==> config.mk <==
export PLATFORM = sky130hd
export DESIGN_NAME = sad_accum
export DESIGN_NICKNAME = d
export VERILOG_FILES = /design/src/rtl/sad_pkg.sv /design/src/rtl/sad_align.sv /design/src/rtl/sad_lane.sv /design/src/rtl/sad_accum.sv
export SDC_FILE = /design/constraint.sdc
export NUM_CORES = 1
export LEC_CHECK = 0
export ABC_AREA = 1
export BUFFER_PORTS_ARGS = -buffer_cell sky130_fd_sc_hd__buf_2
export CORE_MARGIN = 2
export CORE_UTILIZATION = 50
export CTS_CLUSTER_SIZE = 16
export DETAILED_ROUTE_END_ITERATION = 12
export PLACE_DENSITY = 0.71
export SETUP_SLACK_MARGIN = 0.15
export SYNTH_ARGS = -nofsm -noshare
export SYNTH_HDL_FRONTEND = slang
export SYNTH_SLANG_ARGS = --single-unit
==> constraint.sdc <==
create_clock -name clk -period 8.64 [get_ports clk]
set_clock_uncertainty 0.2 [all_clocks]
set_input_delay 0 -clock clk [delete_from_list [all_inputs] [get_ports clk]]
set_output_delay 0 -clock clk [all_outputs]
set_load 0.01 [all_outputs]
==> src/rtl/sad_pkg.sv <==
package sad_pkg;
    localparam int LANES = 4;
    localparam int PAIR_BYTES = 2 * LANES;

    typedef enum logic {
        ST_EMPTY = 1'b0,
        ST_LIVE  = 1'b1
    } sad_state_t;
endpackage

==> src/rtl/sad_align.sv <==
module sad_align #(
    parameter int PIX_W = 8
) (
    input  logic [sad_pkg::PAIR_BYTES*PIX_W-1:0] pair,
    input  logic [1:0]                           offset,
    input  logic                                 swap,
    output logic [sad_pkg::LANES*PIX_W-1:0]      window
);
    localparam int WORD_W = sad_pkg::LANES * PIX_W;

    logic [2*WORD_W-1:0] ordered;

    assign ordered = swap ? {pair[WORD_W-1:0], pair[2*WORD_W-1:WORD_W]} : pair;

    for (genvar g = 0; g < sad_pkg::LANES; g++) begin : g_lane
        always_comb begin
            window[g*PIX_W +: PIX_W] = '0;
            for (int o = 0; o < 4; o++) begin
                if (offset == 2'(o)) begin
                    window[g*PIX_W +: PIX_W] = ordered[(o+g)*PIX_W +: PIX_W];
                end
            end
        end
    end
endmodule

==> src/rtl/sad_lane.sv <==
module sad_lane #(
    parameter int PIX_W  = 8,
    parameter int HALF_W = 16
) (
    input  logic [PIX_W-1:0]  pix_a,
    input  logic [PIX_W-1:0]  pix_b,
    input  logic [HALF_W-1:0] base,
    input  logic              en,
    output logic [HALF_W-1:0] result
);
    logic [PIX_W-1:0]  diff;
    logic [HALF_W:0]   total;

    assign diff  = (pix_a > pix_b) ? (pix_a - pix_b) : (pix_b - pix_a);
    assign total = {1'b0, base} + {{(HALF_W+1-PIX_W){1'b0}}, diff};

    always_comb begin
        if (!en) begin
            result = base;
        end else if (total[HALF_W]) begin
            result = '1;
        end else begin
            result = total[HALF_W-1:0];
        end
    end
endmodule

==> src/rtl/sad_accum.sv <==
module sad_accum #(
    parameter int PIX_W  = 8,
    parameter int HALF_W = 16,
    parameter int SUM_W  = 32
) (
    input  logic                   clk,
    input  logic                   rst_n,
    input  logic [8*PIX_W-1:0]     pair_a,
    input  logic [8*PIX_W-1:0]     pair_b,
    input  logic [1:0]             off_a,
    input  logic [1:0]             off_b,
    input  logic                   swap_a,
    input  logic                   swap_b,
    input  logic                   valid,
    input  logic                   clear,
    input  logic                   reduce,
    output logic [SUM_W-1:0]       sum_upper,
    output logic [SUM_W-1:0]       sum_lower
);
    import sad_pkg::*;

    localparam int WIN_W = LANES * PIX_W;
    localparam int ACC_W = LANES * HALF_W;

    sad_state_t state_q, state_d;

    logic [WIN_W-1:0] win_a, win_b;
    logic [ACC_W-1:0] half_q;
    logic [ACC_W-1:0] acc_view;
    logic [ACC_W-1:0] base;
    logic [ACC_W-1:0] acc_next;
    logic [SUM_W-1:0] upper_d, lower_d;

    sad_align #(.PIX_W(PIX_W)) u_align_a (
        .pair(pair_a), .offset(off_a), .swap(swap_a), .window(win_a)
    );
    sad_align #(.PIX_W(PIX_W)) u_align_b (
        .pair(pair_b), .offset(off_b), .swap(swap_b), .window(win_b)
    );

    // Empty state reads as zero without rewriting storage.
    assign acc_view = (state_q == ST_EMPTY) ? '0 : half_q;
    assign base     = clear ? '0 : acc_view;

    for (genvar g = 0; g < LANES; g++) begin : g_lane
        sad_lane #(.PIX_W(PIX_W), .HALF_W(HALF_W)) u_lane (
            .pix_a (win_a[g*PIX_W +: PIX_W]),
            .pix_b (win_b[g*PIX_W +: PIX_W]),
            .base  (base[g*HALF_W +: HALF_W]),
            .en    (valid),
            .result(acc_next[g*HALF_W +: HALF_W])
        );
    end

    always_comb begin
        state_d = state_q;
        unique case (state_q)
            ST_EMPTY: if (valid) state_d = ST_LIVE;
            ST_LIVE:  if (clear && !valid) state_d = ST_EMPTY;
            default:  state_d = ST_EMPTY;
        endcase
    end

    always_ff @(posedge clk) begin
        if (!rst_n) begin
            state_q <= ST_EMPTY;
            half_q  <= '0;
        end else begin
            state_q <= state_d;
            if (valid) begin
                half_q <= acc_next;
            end
        end
    end

    assign lower_d = {{(SUM_W-HALF_W){1'b0}}, acc_next[0*HALF_W +: HALF_W]}
                   + {{(SUM_W-HALF_W){1'b0}}, acc_next[1*HALF_W +: HALF_W]};
    assign upper_d = {{(SUM_W-HALF_W){1'b0}}, acc_next[2*HALF_W +: HALF_W]}
                   + {{(SUM_W-HALF_W){1'b0}}, acc_next[3*HALF_W +: HALF_W]};

    always_ff @(posedge clk) begin
        if (!rst_n) begin
            sum_upper <= '0;
            sum_lower <= '0;
        end else if (reduce) begin
            sum_upper <= upper_d;
            sum_lower <= lower_d;
        end
    end
endmodule

==> results of run 1 <==
## logic make-up after synthesis
group	after synthesis	synth area share (%)
DFF	99	13.0
xor gates and xnor gates	62	3.56
and+or+nand+nor	1387	38.5
muxes	3	0.197
AOI/OAI and AO/OA	463	17.2
buffers and inverters	562	15.2
adders and majority gates	141	12.3
other	1	0.0246
## sequential cells by signal (all words and copies together) (netlist names)
name,cells
half_q,64
state_q,1
sum_lower,17
sum_upper,17
## cells in the mapped netlist, drive strengths merged
library cell | number | share of area (%)
nand2 | 810 | 20
inv | 429 | 11
nor2 | 316 | 8.4
o21ai | 211 | 7.0
nand3 | 154 | 5.4
a21oi | 149 | 4.9
ha | 127 | 10
dfxtp | 99 | 13
buf | 72 | 3.1
clkbuf | 59 | 1.5
xor2 | 46 | 2.6
nand4 | 45 | 1.8
o211ai | 32 | 1.6
or2 | 28 | 1.1
xnor2 | 16 | 0.92
nor3 | 15 | 0.53
fa | 14 | 1.8
o2111ai | 14 | 0.80
a21o | 13 | 0.64
a221oi | 13 | 0.75
nand3b | 10 | 0.49
and2 | 8 | 0.33
o221ai | 6 | 0.34
o21bai | 5 | 0.25
a31oi | 4 | 0.16
o21a | 4 | 0.20
a211oi | 3 | 0.15
mux2i | 3 | 0.20
o22ai | 3 | 0.12
o31a | 3 | 0.17
a22o | 2 | 0.11
clkinv | 2 | 0.049
a32o | 1 | 0.066
conb | 1 | 0.025
nor3b | 1 | 0.082
## worst min path at each step
stage	start	endpoint	slack [ns]	depth (start not counted)
2_1_floorplan	rst_n	half_q[34]	0.10	3
4_1_cts	reduce	sum_upper[1]	0.04	3
5_1_grt	reduce	sum_upper[1]	0.08	3
3_3_place_gp	sum_upper[0]	sum_upper[0]	0.21	1
3_5_place_dp	sum_lower[9]	sum_lower[9]	0.21	1
6_report	reduce	sum_upper[1]	0.05	3
## final cells by class
class	instances	share of cell area (%)
sequential	99	12.1
multi-input combinational	2086	67.5
tap	390	2.98
clock buffer	10	1.40
clock inverter	6	0.398
timing repair buffer	180	5.64
inverter	431	9.92
## critical path, delay by kind of cell
kind	cells	cell delay, ns
AO/OA/AOI/OAI	4	0.46
AND/OR/NAND/NOR	22	2.78
adder cells (fa/ha/maj)	4	1.38
buffers and inverters	11	2.43
## metrics by stage
stage,std cells,power [mW],hold slack (ns),utilization (%),setup slack [ns]
2_1_floorplan,2747,1.81,0.103,-,3.41
3_3_place_gp,3186,2.19,0.211,53.9,1.50
3_5_place_dp,3186,2.22,0.213,53.9,1.32
4_1_cts,3202,2.64,0.0433,54.9,1.70
5_1_grt,3202,2.91,0.0817,54.9,0.690
6_report,3202,2.65,0.0489,54.9,1.61
## routing by layer
| layer | part of all wire, % | vias to the layer above | GRT usage [%] |
|---|---|---|---|
| li1 | - | 8762 | - |
| met1 | 46 | 7666 | 39.2 |
| met2 | 45 | 647 | 49.3 |
| met3 | 6.2 | 73 | 2.79 |
| met4 | 2.8 | 0 | 8.57 |
| met5 | 0 | - | 0 |
## power by group
| part | total (mW) | internal, mW | switching [mW] |
|---|---|---|---|
| Combinational | 1.69 | 0.589 | 1.10 |
| Sequential | 0.547 | 0.520 | 0.0276 |
| Clock | 0.418 | 0.226 | 0.193 |
==> results.tsv, run 1 <==
metric	value	unit
width of the chip	179	um
ANT nets after route	0	
# IOs	203	
vias in the first global route	15300	
Starting Density	51.2	%
fin nets	3087	
TritonCTS clock tree	built	
DRC violations left	0	
Final Critical Period	7.03	ns
hpwl dp	37.2	mm
Resized Gates After CTS	0	
total of max-cap violations	0	
core area	29800	sq um
most frequent cells in the layout	799 x nand2_1, 421 x inv_1, 297 x nor2_1	
# setup viols final	0	
Critical Path Source Type	input pin	
post-synth cell types	52	
drt wl/cell	14.6	um
r2r endpoint	sum_lower[14]	
Mapped Area	15200	sq um
Fillers	3148	
register area	1980	sq um
Final Instance Area	16400	sq um
Relative slew margins	20.2	%
Critical-path top delay cell	clkinv_1	
Inserted Diodes	0	
worst vdd ir	0.105	mV
Die Y	179	um
post-synthesis sequential area ratio	13.0	%
DR vias/cell	5.36	
GPL Wtd Cong	1.02	
global-route wire length before repair	75.6	mm
FF+latch count, synth	99	
CTS buffer count	9	
Synth warnings	0	
max incr delay on CP	0.70	ns
# rows	63	
fin crit share	81.3	%
fin. max-slew vios	0	
P&R area growth vs syn	7.34	%
Post-DP Area	16100	sq um
largest net degree at the start of global routing	70	
post-CTS setup buffer count	0	
Initial DRT Pass Iterations	6	
layout cells sized above 1	9.60	%
R2R Setup Slk	3.52	ns
Critical path origin	swap_a	
Setup crit end kind	flop	
FF-to-FF Start	state_q	
Hold Crit Class	input pin to flop	
most common cell after layout, fill and taps aside	nand2_1	
Syn Inst Count	2718	
Clock Tree Buf Depth	2	
CP endpoint	sum_lower[14]	
CTS H-tree depth	3	
Congestion Overflow GR	0	
hold buffers post-CTS	0	
root buf cell	clkbuf_16	
drt initial violations	1329	
maximum fanout along the worst path	65	
final hold violations	0	
Leakage	9.07	nW
Worst EP arrival	7.08	ns
Worst-Margin Slew	1.20	ns
Achievable Freq	0.142	GHz
PortBufs	172	
antenna violations before repair	0	
pwr dens	162	nW/um^2
CP dominant cell by count	nand2_1	
Sum Neg Setup Slack	0	ns
die area	31900	sq um
DRT Wirelength	46.7	mm
via total after detailed routing	17100	
RSZ-0062 raised after global routing	no	
Worst-path clk slew	0.07	ns
Clock Latency Late Sink	0.36	ns
WP data required	8.70	ns
Syn Area/Cell	5.61	sq um
Multi-input gate area	11000	sq um
outcome	completed	
worst setup path class	input pin to flop	
clock tree sinks	99	
All-Layer GR Usage	29.2	%
R2R cell count	29	
No activity file was read; power rests on OpenSTA's default activity.
==> run 2: changes to the inputs <==
--- a/config.mk
+++ b/config.mk
@@ -11,7 +11,7 @@
 export CORE_UTILIZATION = 50
 export CTS_CLUSTER_SIZE = 16
 export DETAILED_ROUTE_END_ITERATION = 12
-export PLACE_DENSITY = 0.71
+export PLACE_DENSITY = 0.73
 export SETUP_SLACK_MARGIN = 0.15
 export SYNTH_ARGS = -nofsm -noshare
 export SYNTH_HDL_FRONTEND = slang
==> constraint.sdc (replaced) <==
create_clock -name clk -period 6.23 [get_ports clk]
set_clock_uncertainty 0.2 [all_clocks]
set_input_delay 0 -clock clk [delete_from_list [all_inputs] [get_ports clk]]
set_output_delay 0 -clock clk [all_outputs]
set_load 0.01 [all_outputs]
==> run 2 against run 1 <==
  * Clock power grew 32%
  * Core utilization grew 1.5 points
  * Routed wire length shrank 1.2%
  * Sequential power grew 39%
  * Non-clock buffer count grew 50
  * Register-to-register slack lost 1.8 ns
  * Power grew 39%
  * Global-route usage shrank 0.22 points
  * Flip-flop and latch count is the same
==> results.tsv, run 2 (synthesis results as in run 1) <==
metric	value	unit
die area	31900	sq um
Fillers	3129	
CTS H-tree depth	3	
Clock Latency Late Sink	0.37	ns
Largest register FFs	64	
# rows	63	
Hold Crit Depth	4	
Final Util	56.4	%
Starting Density	51.2	%
R2R Setup Slk	1.77	ns
global-route wire length before repair	75.3	mm
Initial DRT Pass Iterations	6	
Inserted Diodes	0	
worst vdd ir	0.146	mV
RSZ-0062 raised after global routing	yes	
Final Instance Area	16800	sq um
final hold violations	0	
largest net degree at the start of global routing	69	
Critical Path Source Type	input pin	
Relative slew margins	21.8	%
most frequent cells in the layout	799 x nand2_1, 421 x inv_1, 295 x nor2_1	
PortBufs	172	
r2r endpoint	sum_upper[14]	
P&R area growth vs syn	10.2	%
DR vias/cell	5.29	
post-route setup slack	0.691	ns
Post-DP Area	16500	sq um
DRT Wirelength	46.2	mm
width of the chip	179	um
Worst Min Path Start	valid	
vias in the first global route	15700	
via total after detailed routing	17200	
fin nets	3138	
Critical-path top delay cell	fa_1	
total of max-cap violations	0	
WP data required	6.29	ns
layout cells sized above 1	11.5	%
Worst EP arrival	5.60	ns
fin crit share	88.9	%
Achievable Freq	0.181	GHz
Largest regs	half_q: 64 flops, sum_lower: 17 flops, sum_upper: 17 flops	
outcome	completed	
# setup viols final	0	
Worst-path clk slew	0.07	ns
Worst-Margin Slew	1.17	ns
hpwl dp	37.2	mm
worst setup path class	input pin to flop	
FF-to-FF Start	state_q	
hold path endpoint	half_q[33]	
fin. max-slew vios	0	
All-Layer GR Usage	28.9	%
CTS buffer count	9	
CP dominant cell by count	nand2_1	
DRC violations left	0	
R2R cell count	23	
Clock Tree Buf Depth	2	
Hold Crit Class	input pin to flop	
pwr dens	220	nW/um^2
antenna violations before repair	0	
hold buffers post-CTS	0	
Resized Gates After CTS	0	
drt wl/cell	14.2	um
GPL Wtd Cong	0.970	
TritonCTS clock tree	built	
post-CTS setup buffer count	0	
clock tree sinks	99	
core area	29800	sq um
Leakage	9.31	nW
maximum fanout along the worst path	68	
Final Critical Period	5.54	ns
most common cell after layout, fill and taps aside	nand2_1	
Die Y	179	um
root buf cell	clkbuf_16	
Congestion Overflow GR	0	
DP Worst Slack	0.153	ns
Setup crit end kind	flop	
drt initial violations	1479	
Top reg by flops	half_q	
Sum Neg Setup Slack	0	ns
max incr delay on CP	0.47	ns
ANT nets after route	0	
# IOs	203	
## run 2: cell count changes in the layout (fill, tap and decap cells not counted), moves of 3 or more
cell,previous run,this run
buf_12,0,3
buf_4,9,56
o21ai_0,199,192
o21ai_1,10,16
## run 2: how the worst max path moves through the flow
stage | from | endpoint | slack, ns | depth (start not counted)
final | swap_b | sum_upper[14] | 0.69 | 39
after global routing | swap_b | sum_upper[14] | 0.11 | 39
after CTS | swap_b | sum_upper[14] | 0.53 | 43
after detailed placement | swap_b | sum_upper[14] | 0.15 | 43
after global placement | swap_b | sum_upper[14] | 0.25 | 43
after floorplan | swap_b | sum_lower[14] | 1.0 | 43
## run 2: area by class of cell
| cell class | count | area, sq um | area share, % |
|---|---|---|---|
| inverters | 431 | 1630 | 9.73 |
| repair buffers | 230 | 1340 | 7.95 |
| clock buffers | 11 | 243 | 1.44 |
| well taps | 390 | 488 | 2.90 |
| clock inverters | 5 | 37.5 | 0.223 |
| multi-input cells | 2086 | 11100 | 65.9 |
| repair inverters | 1 | 5.00 | 0.0298 |
| flip-flops and latches | 99 | 1980 | 11.8 |
## run 2: power breakdown
part	switching, mW	internal, mW
registers	0.0384	0.721
clock network	0.268	0.284
logic	1.51	0.869
## run 2: worst max-delay path: cells and delay by family
| family | cells | cell delay [ns] |
|---|---|---|
| AO/OA/AOI/OAI | 6 | 0.95 |
| adder cells (fa/ha/maj) | 4 | 1.48 |
| buffers and inverters | 9 | 1.04 |
| AND/OR/NAND/NOR | 20 | 2.14 |
## run 2: layer usage
metal	vias to the layer above	routed length (um)	global-route usage, %
li1	8867	-	-
met1	7594	20900	38.7
met2	667	20300	48.0
met3	72	3250	3.11
met4	0	1700	10.6
met5	-	0	0
## run 2: stage by stage
step                      hold WS, ns  std cells  power, mW
after global routing           0.0605       3253       4.05
final                          0.0109       3253       3.69
after floorplan                 0.103       2747       2.51
after CTS                      0.0136       3252       3.68
after global placement          0.212       3236       3.08
after detailed placement        0.212       3236       3.12
==> run 3: changes to the inputs <==
--- a/config.mk
+++ b/config.mk
@@ -15,4 +15,5 @@
 export SETUP_SLACK_MARGIN = 0.15
 export SYNTH_ARGS = -nofsm -noshare
 export SYNTH_HDL_FRONTEND = slang
+export SYNTH_HIERARCHICAL = 1
 export SYNTH_SLANG_ARGS = --single-unit
==> run 3 against run 2 <==
  * Synthesized area increased by 12%
  * Die area rose by 11%
  * Non-clock buffer count decreased by 37
  * Via count up 9.5%
  * Clock-buffer cell count stayed put
  * Worst hold slack better by 0.11 ns
  * Critical endpoint is now sum_upper[9]
  * Largest cell class unchanged
==> results.tsv, run 3 <==
metric	value	unit
DP Worst Slack	0.828	ns
Setup crit end kind	flop	
Inserted Diodes	0	
die area	35500	sq um
drt wl/cell	12.1	um
Critical Path Source Type	input pin	
Die Y	188	um
register area	1980	sq um
Clock Latency Late Sink	0.36	ns
Achievable Freq	0.196	GHz
Syn Area/Cell	5.16	sq um
Hold Crit Class	input pin to flop	
Largest regs	half_q: 64 flops, sum_lower: 17 flops, sum_upper: 17 flops	
WP depth	33	
via total after detailed routing	18800	
PortBufs	172	
post-synthesis sequential area ratio	11.7	%
P&R area growth vs syn	6.65	%
All-Layer GR Usage	26.2	%
Multi-input gate area	12100	sq um
DRT Wirelength	46.2	mm
Worst path top cell family by delay	simple AND/OR/NAND/NOR gates	
Sum Neg Setup Slack	0	ns
root buf cell	clkbuf_16	
share of the synthesized area in the top cell type	29.3	%
Congestion Overflow GR	0	
drt initial violations	1235	
TritonCTS clock tree	built	
Worst-path clk slew	0.06	ns
CP dominant cell by count	nand2_1	
layout cells sized above 1	8.72	%
post-synth cell types	41	
Relative slew margins	33.4	%
FF+latch count, synth	99	
Fillers	3763	
maximum fanout along the worst path	21	
fin cells	3832	
Final Critical Period	5.09	ns
largest net degree at the start of global routing	107	
final hold violations	0	
Worst-Margin Slew	0.998	ns
Starting Density	50.7	%
post-route setup slack	1.14	ns
fin crit share	81.7	%
number of synthesized flops with an enable pin	0	
Largest register FFs	64	
core area	33500	sq um
vias in the first global route	16800	
GPL Wtd Cong	0.930	
CTS H-tree depth	3	
Critical-path top delay cell	ha_1	
outcome	completed	
fin nets	3660	
CP endpoint	sum_upper[9]	
Synth area leaders	nand2_1 29%, inv_1 12%, dfxtp_1 12%	
RSZ-0062 raised after global routing	no	
largest area contributor in the netlist	nand2_1	
width of the chip	188	um
Synth warnings	6	
antenna violations before repair	0	
dominant cell by count in the synthesized netlist	nand2_1	
worst path bufs/invs	6	
Critical path origin	swap_b	
Worst EP arrival	5.14	ns
fin. max-slew vios	0	
Clock Tree Buf Depth	2	
r2r endpoint	sum_lower[13]	
R2R cell count	23	
top cells by count, synth	1325 x nand2_1, 542 x inv_1, 386 x nor2_1	
Resized Gates After CTS	0	
most common cell after layout, fill and taps aside	nand2_1	
power consumption	3.67	mW
Top reg by flops	half_q	
# IOs	203	
DP Cell Count	3815	
Post-synth ARST share	0	%
ANT nets after route	0	
Initial DRT Pass Iterations	6	
global-route wire length before repair	79.2	mm
max incr delay on CP	0.53	ns
# rows	67	
Synth Flop Type	dfxtp_1	
worst setup path class	input pin to flop	
clock tree sinks	99	
worst vdd ir	0.132	mV
post-CTS setup buffer count	0	
# setup viols final	0	
most frequent cells in the layout	1325 x nand2_1, 541 x inv_1, 386 x nor2_1	
Syn Inst Count	3293	
Mapped Area	17000	sq um
pwr dens	202	nW/um^2
hpwl dp	37.1	mm
FF-to-FF Start	state_q	
total of max-cap violations	0	
WP data required	6.28	ns
DR vias/cell	4.92	
CTS buffer count	9	
DRC violations left	0	
R2R Setup Slk	1.77	ns
Leakage	10.8	nW
run 3: changes by cell type in the layout (fill, tap and decap cells not counted), moves of 38 or more:
cell	change
inv_1	+120
o21ai_0	-96
a21oi_1	-97
nand3_1	+102
nand4_1	+41
buf_4	-38
nor2_1	+91
nand2_1	+526
run 3: area by class of cell:
cell class                      count  area share, %
Tap cell                          448           3.09
Multi-Input combinational cell   2510           66.9
Clock buffer                       11           1.34
Timing Repair Buffer              193           5.85
Sequential cell                    99           10.9
Clock inverter                      5          0.200
Inverter                          566           11.7
run 3: report_power, final:
part	total (mW)	internal [mW]	switching [mW]
Sequential	0.729	0.695	0.0340
Clock	0.551	0.284	0.267
Combinational	2.39	0.839	1.55
run 3: worst min-delay path by stage:
stage / startpoint / endpoint / slack (ns) / cells after the start
after floorplan: rst_n / sum_upper[3] / 0.09 / 4
after global placement: sum_upper[1] / sum_upper[1] / 0.21 / 1
after detailed placement: sum_upper[1] / sum_upper[1] / 0.21 / 1
after CTS: clear / state_q / 0.11 / 4
after global routing: clear / state_q / 0.17 / 4
final: clear / state_q / 0.12 / 4
run 3: cells by family (layout without fill, tap and decap cells):
kind of cell / count (synthesis) / after routing / synth area share [%]
AO/OA/AOI/OAI: 179 / 179 / 5.64
XOR/XNOR: 40 / 40 / 2.06
adder cells (fa/ha/maj): 142 / 142 / 11.1
buffers and inverters: 713 / 775 / 17.7
flip-flops: 99 / 99 / 11.7
other: 1 / 30 / 0.0221
AND/OR/NAND/NOR: 2119 / 2119 / 51.9
run 3: per-stage QoR:
step	util (%)	area [sq um]	hold slack, ns
after floorplan	-	17100	0.0877
after global placement	53.2	17800	0.210
after detailed placement	53.2	17800	0.210
after CTS	54.1	18100	0.110
after global routing	54.1	18100	0.174
final	54.1	18100	0.117
run 3: layer usage:
layer | vias up | track usage, % | share of wire (%)
li1 | 10100 | - | -
met1 | 8095 | 36.3 | 48
met2 | 574 | 43.5 | 43
met3 | 63 | 2.37 | 6.3
met4 | 0 | 6.94 | 2.5
met5 | - | 0 | 0
run 3: worst min-delay path: stages:
cell	delay, ns
buf_2	0.33
inv_1	0.12
nand2_1	0.06
a21oi_1	0.11
run 3: timing repair:
| item | in CTS | in global routing |
|---|---|---|
| endpoints found under the hold margin | 6 | 0 |
| hold buffers | 1 | 0 |
| setup endpoints to repair | 0 | 0 |
